**config.mk**
```make
export PLATFORM = sky130hd
export DESIGN_NAME = pio_dual_port
export DESIGN_NICKNAME = d
export VERILOG_FILES = /design/src/rtl/pio_pkg.sv /design/src/rtl/pio_edge.sv /design/src/rtl/pio_hs2_drive.sv /design/src/rtl/pio_port.sv /design/src/rtl/pio_dual_port.sv
export SDC_FILE = /design/constraint.sdc
export NUM_CORES = 1
export LEC_CHECK = 0
export BUFFER_PORTS_ARGS = -buffer_cell sky130_fd_sc_hd__buf_4
export CAP_MARGIN = 25
export CORE_MARGIN = 1.5
export CORE_UTILIZATION = 40
export CTS_CLUSTER_DIAMETER = 120
export DETAILED_ROUTE_END_ITERATION = 10
export PLACE_DENSITY = 0.64
export SLEW_MARGIN = 25
export SYNTH_ARGS = -nofsm -noshare
export SYNTH_HDL_FRONTEND = slang
export SYNTH_SLANG_ARGS = --single-unit
```
**constraint.sdc**
```tcl
create_clock -name clk -period 3.4 [get_ports clk]
set_input_delay 0.68 -clock clk [delete_from_list [all_inputs] [get_ports clk]]
set_output_delay 0.68 -clock clk [all_outputs]
set_load 0.01 [all_outputs]
```
**src/rtl/pio_pkg.sv**
```systemverilog
package pio_pkg;
  // control register field positions
  localparam int CB_HS1_IE   = 0;
  localparam int CB_HS1_RISE = 1;
  localparam int CB_DATA_SEL = 2;
  localparam int CB_HS2_B3   = 3;
  localparam int CB_HS2_B4   = 4;
  localparam int CB_HS2_OUT  = 5;

  typedef enum logic [1:0] {
    SEL_A_DATA = 2'd0,
    SEL_A_CTL  = 2'd1,
    SEL_B_DATA = 2'd2,
    SEL_B_CTL  = 2'd3
  } sel_e;
endpackage

```
**src/rtl/pio_edge.sv**
```systemverilog
module pio_edge (
  input  logic clk,
  input  logic rst_n,
  input  logic lvl,
  input  logic rise_sel,
  output logic hit
);
  logic prev_q;

  always_ff @(posedge clk) begin
    if (!rst_n) prev_q <= 1'b0;
    else        prev_q <= lvl;
  end

  // an active edge: level changed and the new level matches the chosen polarity
  assign hit = (lvl != prev_q) && (lvl == rise_sel);
endmodule

```
**src/rtl/pio_hs2_drive.sv**
```systemverilog
module pio_hs2_drive (
  input  logic clk,
  input  logic rst_n,
  input  logic out_mode,
  input  logic pulse_mode,
  input  logic auto_restore,
  input  logic load,
  input  logic load_val,
  input  logic trigger,
  input  logic hs1_hit,
  output logic level
);
  always_ff @(posedge clk) begin
    if (!rst_n)
      level <= 1'b1;
    else if (load)
      level <= load_val;
    else if (trigger && out_mode && pulse_mode)
      level <= 1'b0;
    else if (out_mode && pulse_mode && !level && (auto_restore || hs1_hit))
      level <= 1'b1;
  end

  // a set/reset load lands on the line one cycle later
  a_r8_load_level: assert property (@(posedge clk) disable iff (!rst_n)
    load |=> (level == $past(load_val)));

  // a strobe trigger pulls the line low
  a_r9_strobe_low: assert property (@(posedge clk) disable iff (!rst_n)
    (trigger && out_mode && pulse_mode && !load) |=> !level);

  // early-return option releases the line after one low cycle
  a_r9_early_return: assert property (@(posedge clk) disable iff (!rst_n)
    (!level && out_mode && pulse_mode && auto_restore && !trigger && !load) |=> level);
endmodule

```
**src/rtl/pio_port.sv**
```systemverilog
module pio_port import pio_pkg::*; #(
  parameter int W = 8,
  parameter bit STROBE_ON_WRITE = 1'b0
) (
  input  logic         clk,
  input  logic         rst_n,
  input  logic         acc_data_rd,
  input  logic         acc_data_wr,
  input  logic         acc_ctl_wr,
  input  logic [W-1:0] wdata,
  input  logic         clr_hs1_flag,
  input  logic         clr_hs2_flag,
  input  logic [W-1:0] pin_in,
  input  logic         hs1_in,
  input  logic         hs2_in,
  output logic [W-1:0] data_view,
  output logic [W-1:0] ctl_view,
  output logic [W-1:0] pin_out,
  output logic [W-1:0] pin_dir,
  output logic         hs2_out,
  output logic         hs2_oe,
  output logic         irq
);
  localparam int CW = W - 2;

  logic [W-1:0]  or_q, dir_q;
  logic [CW-1:0] ctl_q;
  logic          f1_q, f2_q;
  logic          hs1_hit, hs2_hit, trigger;
  logic          out_sel, hs2_is_out;

  assign out_sel    = ctl_q[CB_DATA_SEL];
  assign hs2_is_out = ctl_q[CB_HS2_OUT];

  always_ff @(posedge clk) begin
    if (!rst_n) begin
      or_q  <= '0;
      dir_q <= '0;
      ctl_q <= '0;
    end else begin
      if (acc_data_wr && out_sel)  or_q  <= wdata;
      if (acc_data_wr && !out_sel) dir_q <= wdata;
      if (acc_ctl_wr)              ctl_q <= wdata[CW-1:0];
    end
  end

  pio_edge u_hs1_edge (
    .clk(clk), .rst_n(rst_n), .lvl(hs1_in),
    .rise_sel(ctl_q[CB_HS1_RISE]), .hit(hs1_hit)
  );

  pio_edge u_hs2_edge (
    .clk(clk), .rst_n(rst_n), .lvl(hs2_in),
    .rise_sel(ctl_q[CB_HS2_B4]), .hit(hs2_hit)
  );

  // a new edge wins over a clearing read in the same cycle
  always_ff @(posedge clk) begin
    if (!rst_n) begin
      f1_q <= 1'b0;
      f2_q <= 1'b0;
    end else begin
      if (hs1_hit)           f1_q <= 1'b1;
      else if (clr_hs1_flag) f1_q <= 1'b0;
      if (hs2_hit && !hs2_is_out) f2_q <= 1'b1;
      else if (clr_hs2_flag)      f2_q <= 1'b0;
    end
  end

  generate
    if (STROBE_ON_WRITE) begin : g_wr_strobe
      assign trigger = acc_data_wr && out_sel;
    end else begin : g_rd_strobe
      assign trigger = acc_data_rd && out_sel;
    end
  endgenerate

  pio_hs2_drive u_hs2 (
    .clk(clk), .rst_n(rst_n),
    .out_mode(hs2_is_out),
    .pulse_mode(!ctl_q[CB_HS2_B4]),
    .auto_restore(ctl_q[CB_HS2_B3]),
    .load(acc_ctl_wr && wdata[CB_HS2_OUT] && wdata[CB_HS2_B4]),
    .load_val(wdata[CB_HS2_B3]),
    .trigger(trigger),
    .hs1_hit(hs1_hit),
    .level(hs2_out)
  );

  assign data_view = out_sel ? ((or_q & dir_q) | (pin_in & ~dir_q)) : dir_q;
  assign ctl_view  = {f1_q, f2_q & ~hs2_is_out, ctl_q};
  assign pin_out   = or_q & dir_q;
  assign pin_dir   = dir_q;
  assign hs2_oe    = hs2_is_out;
  assign irq = (f1_q & ctl_q[CB_HS1_IE]) |
               (f2_q & ctl_q[CB_HS2_B3] & ~hs2_is_out);

  // an active line-1 edge leaves the flag set
  a_r5_hs1_sets: assert property (@(posedge clk) disable iff (!rst_n)
    hs1_hit |=> f1_q);

  // a clearing read with no edge leaves the flag clear
  a_r4_clear_hs1: assert property (@(posedge clk) disable iff (!rst_n)
    (clr_hs1_flag && !hs1_hit) |=> !f1_q);

  // control writes do not touch the flags
  a_r3_flags_hold: assert property (@(posedge clk) disable iff (!rst_n)
    (acc_ctl_wr && !clr_hs1_flag && !hs1_hit) |=> (f1_q == $past(f1_q)));

  // no line-2 flag is raised while line 2 is an output
  a_r11_no_hs2_flag: assert property (@(posedge clk) disable iff (!rst_n)
    (hs2_is_out && !f2_q && !acc_ctl_wr) |=> !f2_q);
endmodule

```
**src/rtl/pio_dual_port.sv**
```systemverilog
module pio_dual_port import pio_pkg::*; #(
  parameter int W = 8
) (
  input  logic         clk,
  input  logic         rst_n,
  input  logic [1:0]   bus_sel,
  input  logic         bus_rd,
  input  logic         bus_wr,
  input  logic [W-1:0] bus_wdata,
  output logic [W-1:0] bus_rdata,
  input  logic [W-1:0] pa_in,
  output logic [W-1:0] pa_out,
  output logic [W-1:0] pa_dir,
  input  logic         pa_hs1,
  input  logic         pa_hs2_in,
  output logic         pa_hs2_out,
  output logic         pa_hs2_oe,
  output logic         irq_a,
  input  logic [W-1:0] pb_in,
  output logic [W-1:0] pb_out,
  output logic [W-1:0] pb_dir,
  input  logic         pb_hs1,
  input  logic         pb_hs2_in,
  output logic         pb_hs2_out,
  output logic         pb_hs2_oe,
  output logic         irq_b
);
  localparam int NP = 2;

  sel_e sel;
  assign sel = sel_e'(bus_sel);

  logic [NP-1:0][W-1:0] data_v, ctl_v, pin_in_v, pin_out_v, pin_dir_v;
  logic [NP-1:0] hs1_v, hs2_in_v, hs2_out_v, hs2_oe_v, irq_v;
  logic          clr_hs1, clr_hs2;

  assign pin_in_v = {pb_in, pa_in};
  assign hs1_v    = {pb_hs1, pa_hs1};
  assign hs2_in_v = {pb_hs2_in, pa_hs2_in};

  // output-register reads clear flags in both ports
  assign clr_hs1 = bus_rd && (sel == SEL_A_DATA) && ctl_v[0][CB_DATA_SEL];
  assign clr_hs2 = bus_rd && (sel == SEL_B_DATA) && ctl_v[1][CB_DATA_SEL];

  generate
    for (genvar i = 0; i < NP; i++) begin : g_port
      localparam logic [1:0] DSEL = 2'(2 * i);
      localparam logic [1:0] CSEL = 2'(2 * i + 1);
      pio_port #(.W(W), .STROBE_ON_WRITE(i == 1)) u_port (
        .clk(clk), .rst_n(rst_n),
        .acc_data_rd(bus_rd && (bus_sel == DSEL)),
        .acc_data_wr(bus_wr && (bus_sel == DSEL)),
        .acc_ctl_wr(bus_wr && (bus_sel == CSEL)),
        .wdata(bus_wdata),
        .clr_hs1_flag(clr_hs1),
        .clr_hs2_flag(clr_hs2),
        .pin_in(pin_in_v[i]),
        .hs1_in(hs1_v[i]),
        .hs2_in(hs2_in_v[i]),
        .data_view(data_v[i]),
        .ctl_view(ctl_v[i]),
        .pin_out(pin_out_v[i]),
        .pin_dir(pin_dir_v[i]),
        .hs2_out(hs2_out_v[i]),
        .hs2_oe(hs2_oe_v[i]),
        .irq(irq_v[i])
      );
    end
  endgenerate

  always_comb begin
    unique case (sel)
      SEL_A_DATA: bus_rdata = data_v[0];
      SEL_A_CTL:  bus_rdata = ctl_v[0];
      SEL_B_DATA: bus_rdata = data_v[1];
      default:    bus_rdata = ctl_v[1];
    endcase
  end

  assign pa_out     = pin_out_v[0];
  assign pa_dir     = pin_dir_v[0];
  assign pa_hs2_out = hs2_out_v[0];
  assign pa_hs2_oe  = hs2_oe_v[0];
  assign irq_a      = irq_v[0];
  assign pb_out     = pin_out_v[1];
  assign pb_dir     = pin_dir_v[1];
  assign pb_hs2_out = hs2_out_v[1];
  assign pb_hs2_oe  = hs2_oe_v[1];
  assign irq_b      = irq_v[1];

  // after a port A output read with no new line-1 edge, neither port keeps a line-1 interrupt
  a_r4_cross_clear: assert property (@(posedge clk) disable iff (!rst_n)
    (clr_hs1 && !bus_wr && $stable(pa_hs1) && $stable(pb_hs1)) |=> !ctl_v[0][W-1] && !ctl_v[1][W-1]);
endmodule

```
[Word level (Yosys, flattened, before mapping)]
Cells that the tools add are included.
Storage, ports and cells
  output and inout port bits: 46
  register bits after elaboration: 54
  bits of input ports: 34
  word-level logic and storage cells: 111
Operators by class
  equal/unequal tests: 11
  reductions and logical operators: 49
  bitwise logic cells: 20
  mux-type cells: 15
Operators by type and width (count)
  AND 8 bit: 4
  logical AND 1 bit: 32
  one-hot mux 8 bit (3 select lines): 1
  2-to-1 mux 8 bit: 2
  NOT 8 bit: 2
  OR 8 bit: 2
  2-to-1 mux 1 bit: 12
  AND 1 bit: 8
  logical NOT 1 bit: 8
  nonzero test 2 bit: 4
  nonzero test 3 bit: 2
  == test 1 bit: 4
  == test 2 bit, second input constant: 2
  != test 1 bit: 4
  == test 2 x 1 -> 1 bit, second input constant: 1
  logical NOT 2 bit: 1
  logical OR 1 bit: 2
  NOT 1 bit: 2
  OR 1 bit: 2

[Depth between registers and ports, before layout]
  depth in word-level cells: 7
  gate-level depth with buffers: 5

[Hierarchy]
From an unflattened synthesis, not the netlist that was laid out.
Second synthesis, totals
  cell total of the unflattened synthesis: 310
  area, all modules: 2912.8 sq um
By module, submodules not included
  pio_port (g_port[1].u_port): area an instance 1154.9 sq um, instances 1, cells each 129
  pio_port (g_port[0].u_port): area an instance 1147.4 sq um, instances 1, cells each 130
  pio_dual_port: area an instance 310.3 sq um, instances 1, cells each 19
  pio_edge: area an instance 50.0 sq um, instances 4, cells each 5
  pio_hs2_drive: area an instance 50.0 sq um, instances 2, cells each 6

[Worst setup path before layout]
OpenSTA, ideal clock, no wires.
  path kind: input port to output port
  from: in bus_sel[1]
  to: out bus_rdata[0]
  path buffers: 1
  stages on the path: 3
  arrival: 1504 ps
  data required time: 2720 ps
  slack: 1216 ps
  cell sequence: buf_4 inv_4 mux4_2
On the way
  cells in the longest elaborated chain, start to end: 2
  elaborated cells on any way between the ends: 4
  those cells by class: 2 x eq/ne; 1 x mux; 1 x reduce/logical
RTL lines
  from (decl): line pio_dual_port.sv:6  | input logic [1:0] bus_sel,
  == test 2 bit, or another cell as far along: line pio_dual_port.sv:72  | unique case (sel)
  one-hot mux 8 bit (3 select lines) *: line pio_dual_port.sv:72
  to (decl): line pio_dual_port.sv:10  | output logic [W-1:0] bus_rdata,
Every way passes the cells marked *; elsewhere a longest branch is shown, timed or not.

[Worst setup path after layout]
  from: reg g_port[0].u_port.ctl_q[2]
  to: out bus_rdata[3]
On the way
  cells in the longest elaborated chain, start to end: 2
RTL lines
  from (decl): line pio_port.sv:27  | logic [CW-1:0] ctl_q;
  from (signal assigned): line pio_port.sv:43  | if (acc_ctl_wr) ctl_q <= wdata[CW-1:0];
  2-to-1 mux 8 bit: line pio_port.sv:90  | assign data_view = out_sel ? ((or_q & dir_q) | (pin_in & ~dir_q)) : dir_q;
  one-hot mux 8 bit (3 select lines): line pio_dual_port.sv:72
Every way passes these cells.

==> impl_metrics.csv <==
group,metric,value,unit
status,status,"finished with violations",
status,violations,"DRC",
critical_path,crit_fanout,22,
timing,tightest_slew,0.8051,ns
floorplan,rows,29,
critical_path,crit_type,"register to output port",
floorplan,core,0.006459,mm^2
routing,wl_per_cell,15.81,um
global_routing,antenna_found_initial,0,
power_and_ir_drop,ir_worst_vdd,264.8,uV
final_layout,fillCellCount,643,
yosys,mappedNetlistNets,340,
routing,vias,2410,
cts,htree_levels,2,
routing,drt_wl_total,7132,um
floorplan,chipWidth,85.62,um
yosys,ys_ff_latch,54,
critical_path,cp.arrival,2.03,ns
placed_design,dp_slack,1.010,ns
routing,route.detailed.drc,4,
yosys,synth_area,0.002730,mm^2
timing,whs,0.4630,ns
placed_design,globalplace.congestion,0.7991,
routing,via_per_inst,5.344,
yosys,syn_inst,306,
floorplan,die_y,85.62,um
final_layout,layout-drive-gt1-share,27.54,%
cts,cts_buffer_depth,2,
final_layout,postLayoutCellArea,0.003401,mm^2
routing,drtIter0Drc,97,
placed_design,dp_hpwl,5248,um
yosys,async_flop_share,0,%
yosys,synth_cell_types,41,
placed_design,io_buffers,79,
cts,cts_buffers,5,
floorplan,initial_core_util,42.27,%
floorplan,dieArea,0.007330,mm^2
yosys,yosysSeqAreaShare,39.60,%
critical_path,cp.required,2.72,ns
flow_run,drv_cap,0,
cts,cts_sinks,54,
hold_path,hold_class,"register to register",
cts,cts_hold_buf,0,
timing,slew_violations,0,
timing,slew-limit-headroom,46.25,%
final_layout,layout.nets,407,
timing,setup_slack,0.6853,ns
power_and_ir_drop,power.leakage,1.415,nW
final_layout,fin_util,52.65,%
cts,cts_tree,"yes",
yosys,yosysWarnings,0,
cts,clk_pin_slew_worst_paths,0.10,ns
timing,skew,0.005559,ns
routing,firstDrtPassIters,8,
power_and_ir_drop,p_per_area,360.1,mW/mm^2
timing,fin_crit,2.715,ns
yosys,synth_edf_count,0,
timing,final.period_utilization,79.84,%
global_routing,grt-ovfl-total,0,
cts,clockRootBuffer,"clkbuf_8",
global_routing,grt_max_degree,37,
critical_path,worstSetupStartpointType,"register",
floorplan,io_pins,80,
cts,postCtsSetupBuffers,0,
final_layout,diodes,0,
global_routing,grt_pass1_wl,11300,um
yosys,avgSynthCellArea,8.922,um^2
timing,hold_viol,0,
global_routing,grt_use_total,19.59,%
critical_path,cp-end-kind,"output port",
timing,fin_tns_setup,0,ns
final_layout,synthToLayoutAreaGrowth,24.56,%
timing,rsz0062_at_grt,"no",
cts,cts_resized,0,
routing,ant_nets,0,
global_routing,grt_pass1_vias,2272,
timing,fmax,0.3684,GHz
cts,clk_latency,0.31,ns
timing,finalSetupViolCount,0,
placed_design,postPlaceCellArea,0.003306,mm^2
yosys,ys.flop_type,"dfxtp_1",
layout make-up:
| class | instances | area [um^2] | area share, % |
|---|---|---|---|
| clock buffer | 6 | 82.58 | 2.428 |
| clock inverter | 2 | 12.51 | 0.3679 |
| inverter | 16 | 62.56 | 1.840 |
| multi-input combinational | 216 | 1465 | 43.08 |
| sequential | 54 | 1081 | 31.79 |
| tap | 77 | 96.34 | 2.833 |
| timing repair buffer | 80 | 600.6 | 17.66 |
state kept, by name, summed over array words and instances (netlist names):
register and flops:
g_port.u_port.u_hs2.level 2, g_port.u_port.ctl_q 12, g_port.u_port.u_hs2_edge.prev_q 2, g_port.u_port.u_hs1_edge.prev_q 2, g_port.u_port.pin_dir 16, g_port.u_port.f2_q 2
g_port.u_port.or_q 16, g_port.u_port.f1_q 2
layer usage:
| metal | vias up | part of all wire [%] | wire, um | global-route usage [%] |
|---|---|---|---|---|
| met5 | - | 0 | 0 | 0 |
| met4 | 0 | 1.3 | 93 | 6.305 |
| met3 | 11 | 7.3 | 518 | 4.235 |
| met2 | 82 | 46 | 3311 | 31.07 |
| met1 | 1123 | 45 | 3209 | 26.68 |
| li1 | 1194 | - | - | - |
cells by family after synthesis:
kind of cell           synth area share [%]
and+or+nand+nor                       23.79
AOI/OAI and AO/OA                     13.11
DFF                                   39.60
muxes                                 16.77
buffers and inverters                 6.737
synthesized netlist by cell type (2+ instances only):
| cell | instances | share of area, % |
|---|---|---|
| nor2_1 | 32 | 4.4 |
| nand3b_1 | 6 | 1.6 |
| a21oi_1 | 32 | 5.9 |
| buf_1 | 2 | 0.28 |
| and2_1 | 20 | 4.6 |
| buf_2 | 6 | 1.1 |
| a31oi_1 | 14 | 3.2 |
| inv_1 | 15 | 2.1 |
| nor2b_1 | 6 | 1.4 |
| o31a_1 | 2 | 0.64 |
| or3b_2 | 2 | 0.64 |
| o31ai_1 | 2 | 0.55 |
| buf_6 | 2 | 0.82 |
| mux2i_1 | 30 | 11 |
| a21o_1 | 2 | 0.55 |
| clkbuf_1 | 3 | 0.41 |
| dfxtp_1 | 54 | 40 |
| nor3b_1 | 2 | 0.55 |
| nand2_1 | 38 | 5.2 |
| a22o_1 | 2 | 0.64 |
| mux4_2 | 7 | 5.8 |
| buf_4 | 6 | 1.6 |
| and4bb_2 | 2 | 0.92 |
| nand2b_1 | 2 | 0.46 |
placed cells by master (no fill, tap or decap), types with 7 or more instances in the layout:
cell / n
nor2_1: 32
mux2i_1: 30
and2_1: 20
buf_4: 80
dfxtp_1: 54
a21oi_1: 32
mux4_2: 7
a31oi_1: 14
nand2_1: 38
inv_1: 15
through the flow:
step	total power [mW]	cells
after global placement	0.8637	443
after global routing	1.277	451
after CTS	1.234	451
final	1.225	451
after detailed placement	0.8652	443
after floorplan	0.7829	306
worst max-delay path: stages (launching register included):
cell     delay [ns]
dfxtp_1        0.86
a31oi_1        0.19
mux4_2         0.51
buf_4          0.16
power breakdown:
part	switching [mW]	internal, mW
clock	0.210	0.164
sequential	0.0232	0.652
combinational	0.0860	0.0889
final timing paths:
check / from / endpoint / slack [ns] / cells past startpoint
hold / removal: g_port[0].u_port.f2_q / g_port[0].u_port.f2_q / 0.46 / 2
setup / recovery: g_port[0].u_port.ctl_q[2] / bus_rdata[3] / 0.69 / 3
setup reg to reg: g_port[0].u_port.ctl_q[2] / g_port[0].u_port.or_q[2] / 1.57 / 3
hold reg to reg: g_port[0].u_port.f2_q / g_port[0].u_port.f2_q / 0.46 / 2
Note: power is estimated with default switching activity, not from simulation.
